===== src/rtl/ualu_pkg.sv =====
package ualu_pkg;

    localparam int OPW = 4;

    typedef enum logic [OPW-1:0] {
        OP_SHL  = 4'd0,
        OP_SHLC = 4'd1,
        OP_SHR  = 4'd2,
        OP_SHRC = 4'd3,
        OP_SHRA = 4'd4,
        OP_NOT  = 4'd5,
        OP_NEG  = 4'd6,
        OP_NEGC = 4'd7,
        OP_INC  = 4'd8,
        OP_INCC = 4'd9,
        OP_DEC  = 4'd10
    } ualu_op_e;

    typedef struct packed {
        logic c;
        logic v;
        logic z;
    } ualu_flags_t;

endpackage


===== src/rtl/ualu_shift.sv =====
module ualu_shift
    import ualu_pkg::*;
#(
    parameter int DW = 8
) (
    input  logic [OPW-1:0] op,
    input  logic [DW-1:0]  x,
    input  logic           cin,
    output logic           hit,
    output logic [DW-1:0]  res,
    output logic           cout,
    output logic           vout
);
    localparam int MSB = DW - 1;

    always_comb begin
        hit  = 1'b1;
        res  = x;
        cout = cin;
        case (op)
            OP_SHL: begin
                res  = {x[MSB-1:0], 1'b0};
                cout = x[MSB];
            end
            OP_SHLC: begin
                res  = {x[MSB-1:0], cin};
                cout = x[MSB];
            end
            OP_SHR: begin
                res  = {1'b0, x[MSB:1]};
                cout = x[0];
            end
            OP_SHRC: begin
                res  = {cin, x[MSB:1]};
                cout = x[0];
            end
            OP_SHRA: begin
                res  = {x[MSB], x[MSB:1]};
                cout = x[0];
            end
            default: hit = 1'b0;
        endcase
        // a shift overflows whenever it alters the sign bit
        vout = x[MSB] ^ res[MSB];
    end

endmodule


===== src/rtl/ualu_arith.sv =====
module ualu_arith
    import ualu_pkg::*;
#(
    parameter int DW = 8
) (
    input  logic [OPW-1:0] op,
    input  logic [DW-1:0]  x,
    input  logic           cin,
    input  logic           vin,
    output logic           hit,
    output logic [DW-1:0]  res,
    output logic           cout,
    output logic           vout
);
    localparam int MSB = DW - 1;
    localparam logic [DW-1:0] ONE  = DW'(1);
    localparam logic [DW-1:0] ALL1 = {DW{1'b1}};

    logic          inv;
    logic [DW-1:0] addend;
    logic [DW-1:0] a_in;
    logic [DW-1:0] sum;
    logic          sum_zero;
    logic          sum_ones;
    logic [DW-1:0] cin_w;

    assign cin_w = {{(DW-1){1'b0}}, cin};

    // one shared adder: optional inversion on the operand, small addend
    always_comb begin
        hit    = 1'b1;
        inv    = 1'b0;
        addend = '0;
        case (op)
            OP_NOT:  inv = 1'b1;
            OP_NEG:  begin inv = 1'b1; addend = ONE;   end
            OP_NEGC: begin inv = 1'b1; addend = cin_w; end
            OP_INC:  addend = ONE;
            OP_INCC: addend = cin_w;
            OP_DEC:  addend = ALL1;
            default: hit = 1'b0;
        endcase
        a_in     = inv ? ~x : x;
        sum      = a_in + addend;
        sum_zero = (sum == '0);
        sum_ones = &sum;
        res      = sum;
    end

    always_comb begin
        cout = cin;
        vout = vin;
        case (op)
            OP_NEG: begin
                cout = sum_zero;
                vout = x[MSB] & sum[MSB];
            end
            OP_NEGC: begin
                cout = sum_zero & cin;
                vout = x[MSB] & sum[MSB];
            end
            OP_INC: begin
                cout = sum_zero;
                vout = ~x[MSB] & sum[MSB];
            end
            OP_INCC: begin
                cout = sum_zero & cin;
                vout = ~x[MSB] & sum[MSB];
            end
            OP_DEC: begin
                cout = ~sum_ones;
                vout = x[MSB] & ~sum[MSB];
            end
            default: ;
        endcase
    end

endmodule


===== src/rtl/byte_unary_alu.sv =====
module byte_unary_alu
    import ualu_pkg::*;
#(
    parameter int DW = 8
) (
    input  logic           clk,
    input  logic           rst,
    input  logic           en,
    input  logic [OPW-1:0] op,
    input  logic [DW-1:0]  opnd,
    output logic [DW-1:0]  result,
    output logic [DW-1:0]  acc,
    output logic           carry,
    output logic           ovf,
    output logic           zero
);
    typedef struct packed {
        logic [DW-1:0] acc;
        ualu_flags_t   fl;
    } alu_state_t;

    alu_state_t st_d, st_q;

    logic          sh_hit, ar_hit;
    logic [DW-1:0] sh_res, ar_res;
    logic          sh_c, sh_v, ar_c, ar_v;
    logic [DW-1:0] unit_res;
    logic          unit_c, unit_v, legal;

    ualu_shift #(.DW(DW)) u_shift (
        .op   (op),
        .x    (opnd),
        .cin  (st_q.fl.c),
        .hit  (sh_hit),
        .res  (sh_res),
        .cout (sh_c),
        .vout (sh_v)
    );

    ualu_arith #(.DW(DW)) u_arith (
        .op   (op),
        .x    (opnd),
        .cin  (st_q.fl.c),
        .vin  (st_q.fl.v),
        .hit  (ar_hit),
        .res  (ar_res),
        .cout (ar_c),
        .vout (ar_v)
    );

    always_comb begin
        legal = sh_hit | ar_hit;
        if (sh_hit) begin
            unit_res = sh_res;
            unit_c   = sh_c;
            unit_v   = sh_v;
        end else if (ar_hit) begin
            unit_res = ar_res;
            unit_c   = ar_c;
            unit_v   = ar_v;
        end else begin
            unit_res = opnd;
            unit_c   = st_q.fl.c;
            unit_v   = st_q.fl.v;
        end

        st_d = st_q;
        if (en && legal) begin
            st_d.acc  = unit_res;
            st_d.fl.c = unit_c;
            st_d.fl.v = unit_v;
            st_d.fl.z = (unit_res == '0);
        end
    end

    always_ff @(posedge clk) begin
        if (rst) begin
            st_q <= '0;
        end else begin
            st_q <= st_d;
        end
    end

    assign result = unit_res;
    assign acc    = st_q.acc;
    assign carry  = st_q.fl.c;
    assign ovf    = st_q.fl.v;
    assign zero   = st_q.fl.z;

endmodule


===== config.mk =====
export PLATFORM = sky130hd
export DESIGN_NAME = byte_unary_alu
export DESIGN_NICKNAME = d
export VERILOG_FILES = /design/src/rtl/ualu_pkg.sv /design/src/rtl/ualu_shift.sv /design/src/rtl/ualu_arith.sv /design/src/rtl/byte_unary_alu.sv
export SDC_FILE = /design/constraint.sdc
export NUM_CORES = 1
export LEC_CHECK = 0
export ABC_CLOCK_PERIOD_IN_PS = 8500
export BUFFER_PORTS_ARGS = -buffer_cell sky130_fd_sc_hd__buf_4
export CAP_MARGIN = 20
export CORE_AREA = 2 2 55 63
export CTS_BUF_LIST = sky130_fd_sc_hd__clkbuf_8
export CTS_CLUSTER_SIZE = 10
export DETAILED_ROUTE_END_ITERATION = 10
export DIE_AREA = 0 0 57 65
export PLACE_DENSITY = 0.73
export SYNTH_ARGS = -nofsm -noshare
export SYNTH_HDL_FRONTEND = slang
export SYNTH_HIERARCHICAL = 1
export SYNTH_SLANG_ARGS = --single-unit
export TNS_END_PERCENT = 1

===== constraint.sdc =====
create_clock -name clk -period 8.5 [get_ports clk]
set_input_delay 0.425 -clock clk [delete_from_list [all_inputs] [get_ports clk]]
set_output_delay 0.425 -clock clk [all_outputs]
set_load 0.01 [all_outputs]

Word-level counts from Yosys, hierarchy flattened --
Cells that the tools add are included.
Operators by class: add/subtract/negate cells 1, $mul 0, div/mod/pow operators 0, $lt $le $gt $ge 0, eq/ne operators 11, shift-type cells 0, muxes and demuxes 15, bitwise gates (word level) 10, reduce and logical (&&, ||, !) cells 19
Operators with widths (count):
- case mux 8 bit (5 select lines) | 1
- two-way mux 8 bit | 3
- case mux 8 bit (3 select lines) | 1
- == test 4 x 3 -> 1 bit, second input constant | 4
- logical NOT 8 bit | 2
- == test 4 bit, second input constant | 3
- OR reduction 2 bit | 5
- adder 8 bit | 1
- == test 4 x 2 -> 1 bit, second input constant | 2
- inverter 8 bit | 1
- AND reduction 8 bit | 1
- nonzero test 4 bit | 2
- two-way mux 1 bit | 7
- case mux 1 bit (3 select lines) | 2
- OR reduction 3 bit | 2
- OR reduction 6 bit | 1
- OR reduction 5 bit | 1
- bitwise AND 1 bit | 4
- == test 4 x 1 -> 1 bit, second input constant | 1
- logical NOT 4 bit | 1
- AND reduction 4 bit | 1
- != test 3 bit, second input constant | 1
- inverter 1 bit | 3
- AND reduction 3 bit | 1
- other kinds (5) | 5
Word-level totals: flip-flop bits (word level) 11, bits in latches 0, memory bits (writable) 0, bits in read-only memories 0, memories kept 0

Longest topological paths before layout --
Gate-level depths: netlist (run 1).
word-level depth 10, depth in mapped cells 15

By module --
Netlist (run 1), hierarchy kept.
By module, submodules not included:
- byte_unary_alu | times used 1, cells an instance 78, area each 620.6 sq um, sequential area each 220.2 sq um
- ualu_arith | times used 1, cells an instance 85, area each 611.8 sq um, sequential area each 0.0 sq um
- ualu_shift | times used 1, cells an instance 35, area each 252.7 sq um, sequential area each 0.0 sq um

Worst setup path before layout (run 1) --
OpenSTA, ideal clock, no wires.
path kind in2reg, start in op[2], end reg st_q, in the netlist zero, setup time 0.096 ns, arrival time 3.397 ns, data required time 8.404 ns, setup slack 5.007 ns, cell stages on the path 14, buffers on the path 0, cell sequence nand2b_1 -> nor3b_2 -> inv_1 -> nand2_1 -> ha_1 -> inv_1 -> fa_1 -> nand2b_1 -> a21oi_1 -> xor2_1 -> mux2i_1 -> o21ai_0 -> or4b_1 -> o41ai_2
Between the ends: word-level cells in the longest chain between the ends 8, elaborated cells on any way between the ends 28, those cells by class add/sub (1); eq/ne (10); mux (8); bitwise (1); reduce/logical (8)
RTL lines:
- start, declared | RTL line byte_unary_alu.sv:9 | input logic [OPW-1:0] op,
- == test 4 x 3 -> 1 bit | RTL line ualu_arith.sv:34 | case (op)
- OR reduction 3 bit (no line)
- two-way mux 1 bit | RTL line ualu_arith.sv:34
- two-way mux 8 bit | RTL line ualu_arith.sv:43 | a_in = inv ? ~x : x;
- adder 8 bit (*) | RTL line ualu_arith.sv:44 | sum = a_in + addend;
- named net ar_res[4] | RTL line byte_unary_alu.sv:25 | logic [DW-1:0] sh_res, ar_res;
- two-way mux 8 bit (*) | RTL line byte_unary_alu.sv:57 | end else if (ar_hit) begin
- two-way mux 8 bit (*) | RTL line byte_unary_alu.sv:53 | if (sh_hit) begin
- named net result[4] | RTL line byte_unary_alu.sv:11 | output logic [DW-1:0] result,
- logical NOT 8 bit (*) | RTL line byte_unary_alu.sv:72 | st_d.fl.z = (unit_res == '0);
- end signal, assigned | RTL line byte_unary_alu.sv:80 | st_q <= st_d;
- end, declared | RTL line byte_unary_alu.sv:22 | alu_state_t st_d, st_q;
Mark *: on every way through the listed nets, which the timed path passes. The rest lies on a longest branch. A chain may end at the register's enable or synchronous reset.

Worst setup path in the final report (run 1) --
start in op[2], end out result[6]
Between the ends: word-level cells in the longest chain between the ends 7, elaborated cells on any way between the ends 25, those cells by class add/sub (1); eq/ne (10); mux (8); reduce/logical (6)
RTL lines (RTL line):
- == test 4 x 3 -> 1 bit | ualu_arith.sv:34
- OR reduction 3 bit (no line)
- two-way mux 1 bit | ualu_arith.sv:34
- two-way mux 8 bit | ualu_arith.sv:43
- adder 8 bit (*) | ualu_arith.sv:44
- named net ar_res[6] | byte_unary_alu.sv:25
- two-way mux 8 bit (*) | byte_unary_alu.sv:57
- two-way mux 8 bit (*) | byte_unary_alu.sv:53
- end, declared | byte_unary_alu.sv:11
Marked as above.

==> flow_summary.yaml, run 1 <==
run_status:
  status: "finished clean"
routing:
  drt-total-wl_um: 3600
  drt_iter0_drc: 79
  ant_nets: 0
  routed-via-count: 1524
  vias_per_cell: 5.77
  wire_per_inst_um: 13.6
  first_pass_iters: 4
  drc: 0
clock_network:
  cts-hold-fix-buffers: 0
  clk_latency_ns: 0.24
  cts.path.max_buffers: 2
  root_buffer: "clkbuf_8"
  htree_levels: 1
  path_clk_slew_ns: 0.05
  cts_resized: 0
  cts_buffers: 3
  cts_setup_buffers: 0
  cts_sinks: 11
  tritoncts: "built"
timing:
  min_period_ns: 4.00
  min_period_over_period_pct: 47.1
  slew_violations: 0
  setup_viol: 0
  fmaxAchievable_ghz: 0.250
  finClkSkew_ns: 0.000696
  rsz0062_at_grt: "no"
  slew_headroom_pct: 56.2
  setup_tns_ns: 0
  fin_ws_ns: 4.50
  hold_violations: 0
  worst_pin_slew_ns: 0.651
layout:
  finalCoreUtilization_pct: 56.6
  nNetsFinal: 252
  layout_common_cells: "buf_4, nand2_1, a21oi_1"
  final_common_cell: "buf_4"
  area.growth.synth_to_final_pct: 19.6
  drive_above_1_share_pct: 20.2
  num-fill-cells: 303
  finalNonFillerCells: 264
  num_antenna_cells: 0
critical_path:
  r2r_start: "carry$_SDFFE_PP0P_"
  regToRegSetupSlack_ns: 5.36
  endpoint_kind: "output port"
  crit_type: "primary input to output port"
  cp_max_fo: 12
  crit_arrival_ns: 3.58
  worst-r2r-cell-count: 12
  crit_required_ns: 8.08
  rr_endpoint: "zero$_SDFFE_PP0P_"
  start_kind: "primary input"
floorplanning:
  io_pins: 34
  num_rows: 22
  die_h_um: 65
  die_area_mm2: 0.00371
  start_util_pct: 47.3
  dieWidth_um: 57
  coreArea_mm2: 0.00314
yosys:
  synth_fp_nets: 221
  synth-seq-area-share_pct: 14.8
  synth.avg_cell_area_um2: 7.50
  synthFlopType: "dfxtp_1"
  syn_inst: 198
  synth_area_mm2: 0.00149
  synth-edff-count: 0
  synthArstFlopShare_pct: 0
  ys_types: 48
  ys_seq_elements: 11
  yosys_warnings: 6
placed_design:
  place_hpwl_um: 2860
  place_ws_ns: 4.52
  portBuffers: 33
  place_inst: 260
  gp_congestion: 0.851
global_route:
  globalRouteTotalUtil_pct: 20.3
  antenna_found_initial: 0
  overflow: 0
  grt_pass1_wl_um: 6150
  grt_pass1_vias: 1428
  grt_max_degree: 23
power_and_ir_drop:
  power_density_mw_per_mm2: 119
  cellLeakagePower_nw: 0.818
  irDropWorstVdd_mv: 0.102
worst_hold_path:
  hold_path_depth: 2
  min_path_type: "primary input to flip-flop"
  min_to: "acc[2]$_SDFFE_PP0P_"
  hp-start: "rst"
job:
  max-cap-violations: 0
[Yosys cell counts (5+ instances only)]
master / n / area share [%]
and2_1: 7 / 2.9
xor2_1: 10 / 5.9
inv_1: 10 / 2.5
nand2b_1: 5 / 2.1
o21ai_0: 10 / 3.4
a221o_1: 7 / 4.7
nand2_1: 28 / 7.1
nor2_1: 14 / 3.5
ha_1: 7 / 5.9
dfxtp_1: 11 / 15
mux2i_1: 12 / 8.1
o21ai_1: 5 / 1.7
a21oi_1: 17 / 5.7
[layout make-up]
| type | count | area, µm² | area share (%) |
|---|---|---|---|
| clock buffers | 3 | 41.3 | 2.32 |
| clock inverters | 1 | 3.75 | 0.211 |
| multi-input cells | 170 | 1180 | 66.5 |
| flip-flops and latches | 11 | 220 | 12.4 |
| inverters | 10 | 37.5 | 2.11 |
| well taps | 36 | 45.0 | 2.54 |
| repair buffers | 33 | 248 | 13.9 |
[power by group]
part           switching (W)  internal (W)  leakage [nW]
clock              0.0000197     0.0000317        0.0269
sequential        0.00000250     0.0000553        0.0899
combinational      0.0000569     0.0000456         0.702
[how the worst max path moves through the flow]
stage               startpoint           endpoint  depth (start not counted)
global route             op[2]          result[6]                         14
CTS                      op[2]          result[6]                         14
floorplan                op[2]  zero$_SDFFE_PP0P_                         14
global placement         op[2]          result[6]                         14
detailed placement       op[2]          result[6]                         14
finish                   op[2]          result[6]                         14
[state kept, by name (all words and copies together), names as in the netlist]
name / flops
zero: 1
carry: 1
ovf: 1
acc: 8
[critical path: stages]
cell      delay [ns]
buf_4           0.15
nand2b_1        0.22
nor3b_2         0.56
inv_1           0.18
nand2_1         0.11
ha_1            0.19
inv_1           0.06
fa_1            0.38
nand2b_1        0.20
a2111o_1        0.36
o311ai_0        0.18
mux2i_1         0.16
o21ai_1         0.24
buf_4           0.17
[cell families after synthesis]
kind of cell | Yosys count | synth area share (%)
AND/OR/NAND/NOR | 78 | 28.0
AO/OA/AOI/OAI | 59 | 27.5
buffers and inverters | 17 | 5.64
multiplexers | 13 | 8.85
XOR/XNOR | 12 | 8.00
flip-flops | 11 | 14.8
adder cells (fa/ha/maj) | 8 | 7.24
[through the flow]
stage / area, µm² / hold slack (ns) / total power, W
after floorplan: 1490 / 0.481 / 0.000127
after global placement: 1730 / 0.444 / 0.000160
after detailed placement: 1730 / 0.450 / 0.000161
after CTS: 1780 / 0.433 / 0.000213
after global routing: 1780 / 0.438 / 0.000228
final: 1780 / 0.436 / 0.000212
[layer usage]
layer	global-route usage [%]	routed length, µm
met3	2.20	140
met2	37.8	1790
met5	0	0
met4	8.43	69
met1	23.1	1600
(Power assumes the default switching activity.)
==> run 2: changes to the inputs <==
ABC_CLOCK_PERIOD_IN_PS = 3450   (was 8500)
PLACE_DENSITY = 0.76   (was 0.73)
clock period = 3.45 ns   (was 8.5 ns; I/O delays follow)
==> run 2 against run 1 <==
Net effect:
- via count increased by 3.4%
- routed wire length increased by 4.3%
- die area unchanged
- register-to-register slack got worse by 5.0 ns
- global-route usage increased by 0.33 points
- combinational power increased to 2.6 times the previous value
- clock skew increased by 0.0025 ns
- worst hold slack got worse by 0.25 ns
- first-iteration DRC count increased by 13%
- largest power group unchanged
- sequential power increased by 150%
- flip-flop and latch count unchanged
- clock-buffer cell count unchanged
- critical endpoint is now zero$_SDFFE_PP0P_
==> flow_summary.yaml, run 2 (synthesis results as in run 1) <==
timing:
  min_period_over_period_pct: 92.3
  hold_slack_ns: 0.182
  finClkSkew_ns: 0.00320
  fmaxAchievable_ghz: 0.314
  slew_headroom_pct: 55.8
  min_period_ns: 3.18
  hold_violations: 0
  setup_viol: 0
  rsz0062_at_grt: "no"
  worst_pin_slew_ns: 0.658
  slew_violations: 0
global_route:
  grt_pass1_wl_um: 6160
  grt_pass1_vias: 1372
  grt_max_degree: 23
  antenna_found_initial: 0
  globalRouteTotalUtil_pct: 20.6
  overflow: 0
critical_path:
  start_kind: "primary input"
  crit_arrival_ns: 3.33
  critPathSlowestCell: "or4_1"
  cp_top_family: "simple AND/OR/NAND/NOR gates"
  cp_max_fo: 12
  crit_required_ns: 3.59
  path_cells: "buf_4 -> nor2b_4 -> o21a_1 -> buf_4 -> xor2_1 -> ha_1 -> and3_1 -> a22oi_1 -> o21ai_1 -> xor2_1 -> inv_1 -> mux2i_1 -> o21ai_1 -> or4_1 -> o41ai_2"
  critPathMaxStageDelay_ns: 0.57
  cp_num_buf_inv: 3
  endpoint_kind: "flip-flop"
  crit_type: "primary input to flip-flop"
routing:
  drt_iter0_drc: 89
  vias_per_cell: 5.84
  wire_per_inst_um: 13.9
  ant_nets: 0
  first_pass_iters: 4
  drc: 0
  routed-via-count: 1576
  drt-total-wl_um: 3750
floorplanning:
  die_area_mm2: 0.00371
  dieWidth_um: 57
  io_pins: 34
  die_h_um: 65
  num_rows: 22
  start_util_pct: 47.3
  coreArea_mm2: 0.00314
clock_network:
  cts_setup_buffers: 0
  cts_sinks: 11
  htree_levels: 1
  root_buffer: "clkbuf_8"
  tritoncts: "built"
  path_clk_slew_ns: 0.05
  cts_buffers: 3
  clk_latency_ns: 0.24
  cts.path.max_buffers: 2
power_and_ir_drop:
  power_density_mw_per_mm2: 294
  power_frac_comb_pct: 49.6
  p_switching_w: 0.000200
  seqPwrFrac_pct: 26.6
  irDropWorstVdd_mv: 0.236
  swShare_pct: 37.3
  cellLeakagePower_nw: 0.848
  pwr-share-clk_pct: 23.9
  p_total_w: 0.000535
  p_int_w: 0.000335
layout:
  num-fill-cells: 311
  num_antenna_cells: 0
  largest_reg_flops: 8
  nNetsFinal: 258
  layout_common_cells: "buf_4, nand2_1, a21oi_1"
  area.growth.synth_to_final_pct: 22.7
  drive_above_1_share_pct: 22.2
  final_common_cell: "buf_4"
worst_hold_path:
  min_path_type: "primary input to flip-flop"
placed_design:
  gp_congestion: 0.859
  place_hpwl_um: 3020
  portBuffers: 33
job:
  max-cap-violations: 0
run_status:
  status: "finished clean"
==> run 2: cell types whose count changed in the layout (fill, tap and decap cells not counted), sizes merged <==
cell and delta:
buf +6
==> run 2: final cells by class <==
class	count	area (µm²)	share of cell area, %
clock buffers	3	41.3	2.27
clock inverters	1	3.75	0.206
inverters	10	37.5	2.06
multi-input cells	170	1180	64.8
flip-flops and latches	11	220	12.1
well taps	36	45.0	2.47
repair buffers	39	293	16.1
==> run 2: final timing paths <==
check                      startpoint                  end  slack, ns  depth (start not counted)
hold reg to reg   acc[7]$_SDFFE_PP0P_  acc[7]$_SDFFE_PP0P_       0.45                          2
setup / recovery                op[2]    zero$_SDFFE_PP0P_       0.27                         15
setup reg to reg   carry$_SDFFE_PP0P_    zero$_SDFFE_PP0P_       0.38                         12
hold / removal                    rst  acc[3]$_SDFFE_PP0P_       0.18                          2
==> run 2: layer usage <==
layer / vias to the layer above / wire length [µm] / global-route usage [%]
li1: 790 / - / -
met1: 727 / 1550 / 23.6
met2: 51 / 1910 / 38.5
met3: 8 / 209 / 2.00
met4: 0 / 78 / 8.43
met5: - / 0 / 0
==> run 2: per-stage QoR <==
step / util [%] / TNS (ns) / instances / cell area, µm² / setup slack, ns
after floorplan: - / 0 / 198 / 1490 / 0.209
after global placement: 56.6 / 0 / 266 / 1780 / 0.0150
after detailed placement: 56.6 / -0.0308 / 266 / 1780 / -0.0308
after CTS: 58.1 / 0 / 270 / 1820 / 0.218
after global routing: 58.1 / 0 / 270 / 1820 / 0.00809
final: 58.1 / 0 / 270 / 1820 / 0.266
==> run 2: power by group through the flow <==
stage                     Sequential (W)  Clock [W]  Combinational [W]
after floorplan                 0.000148          0           0.000164
after global placement          0.000145          0           0.000261
after detailed placement        0.000145          0           0.000265
after CTS                       0.000142   0.000130           0.000265
after global routing            0.000143   0.000135           0.000293
final                           0.000142   0.000128           0.000265
==> run 2: what timing repair did <==
item                       CTS  global route
setup endpoints to repair    0             1
gates resized for setup      0             0
hold buffers                 0             0
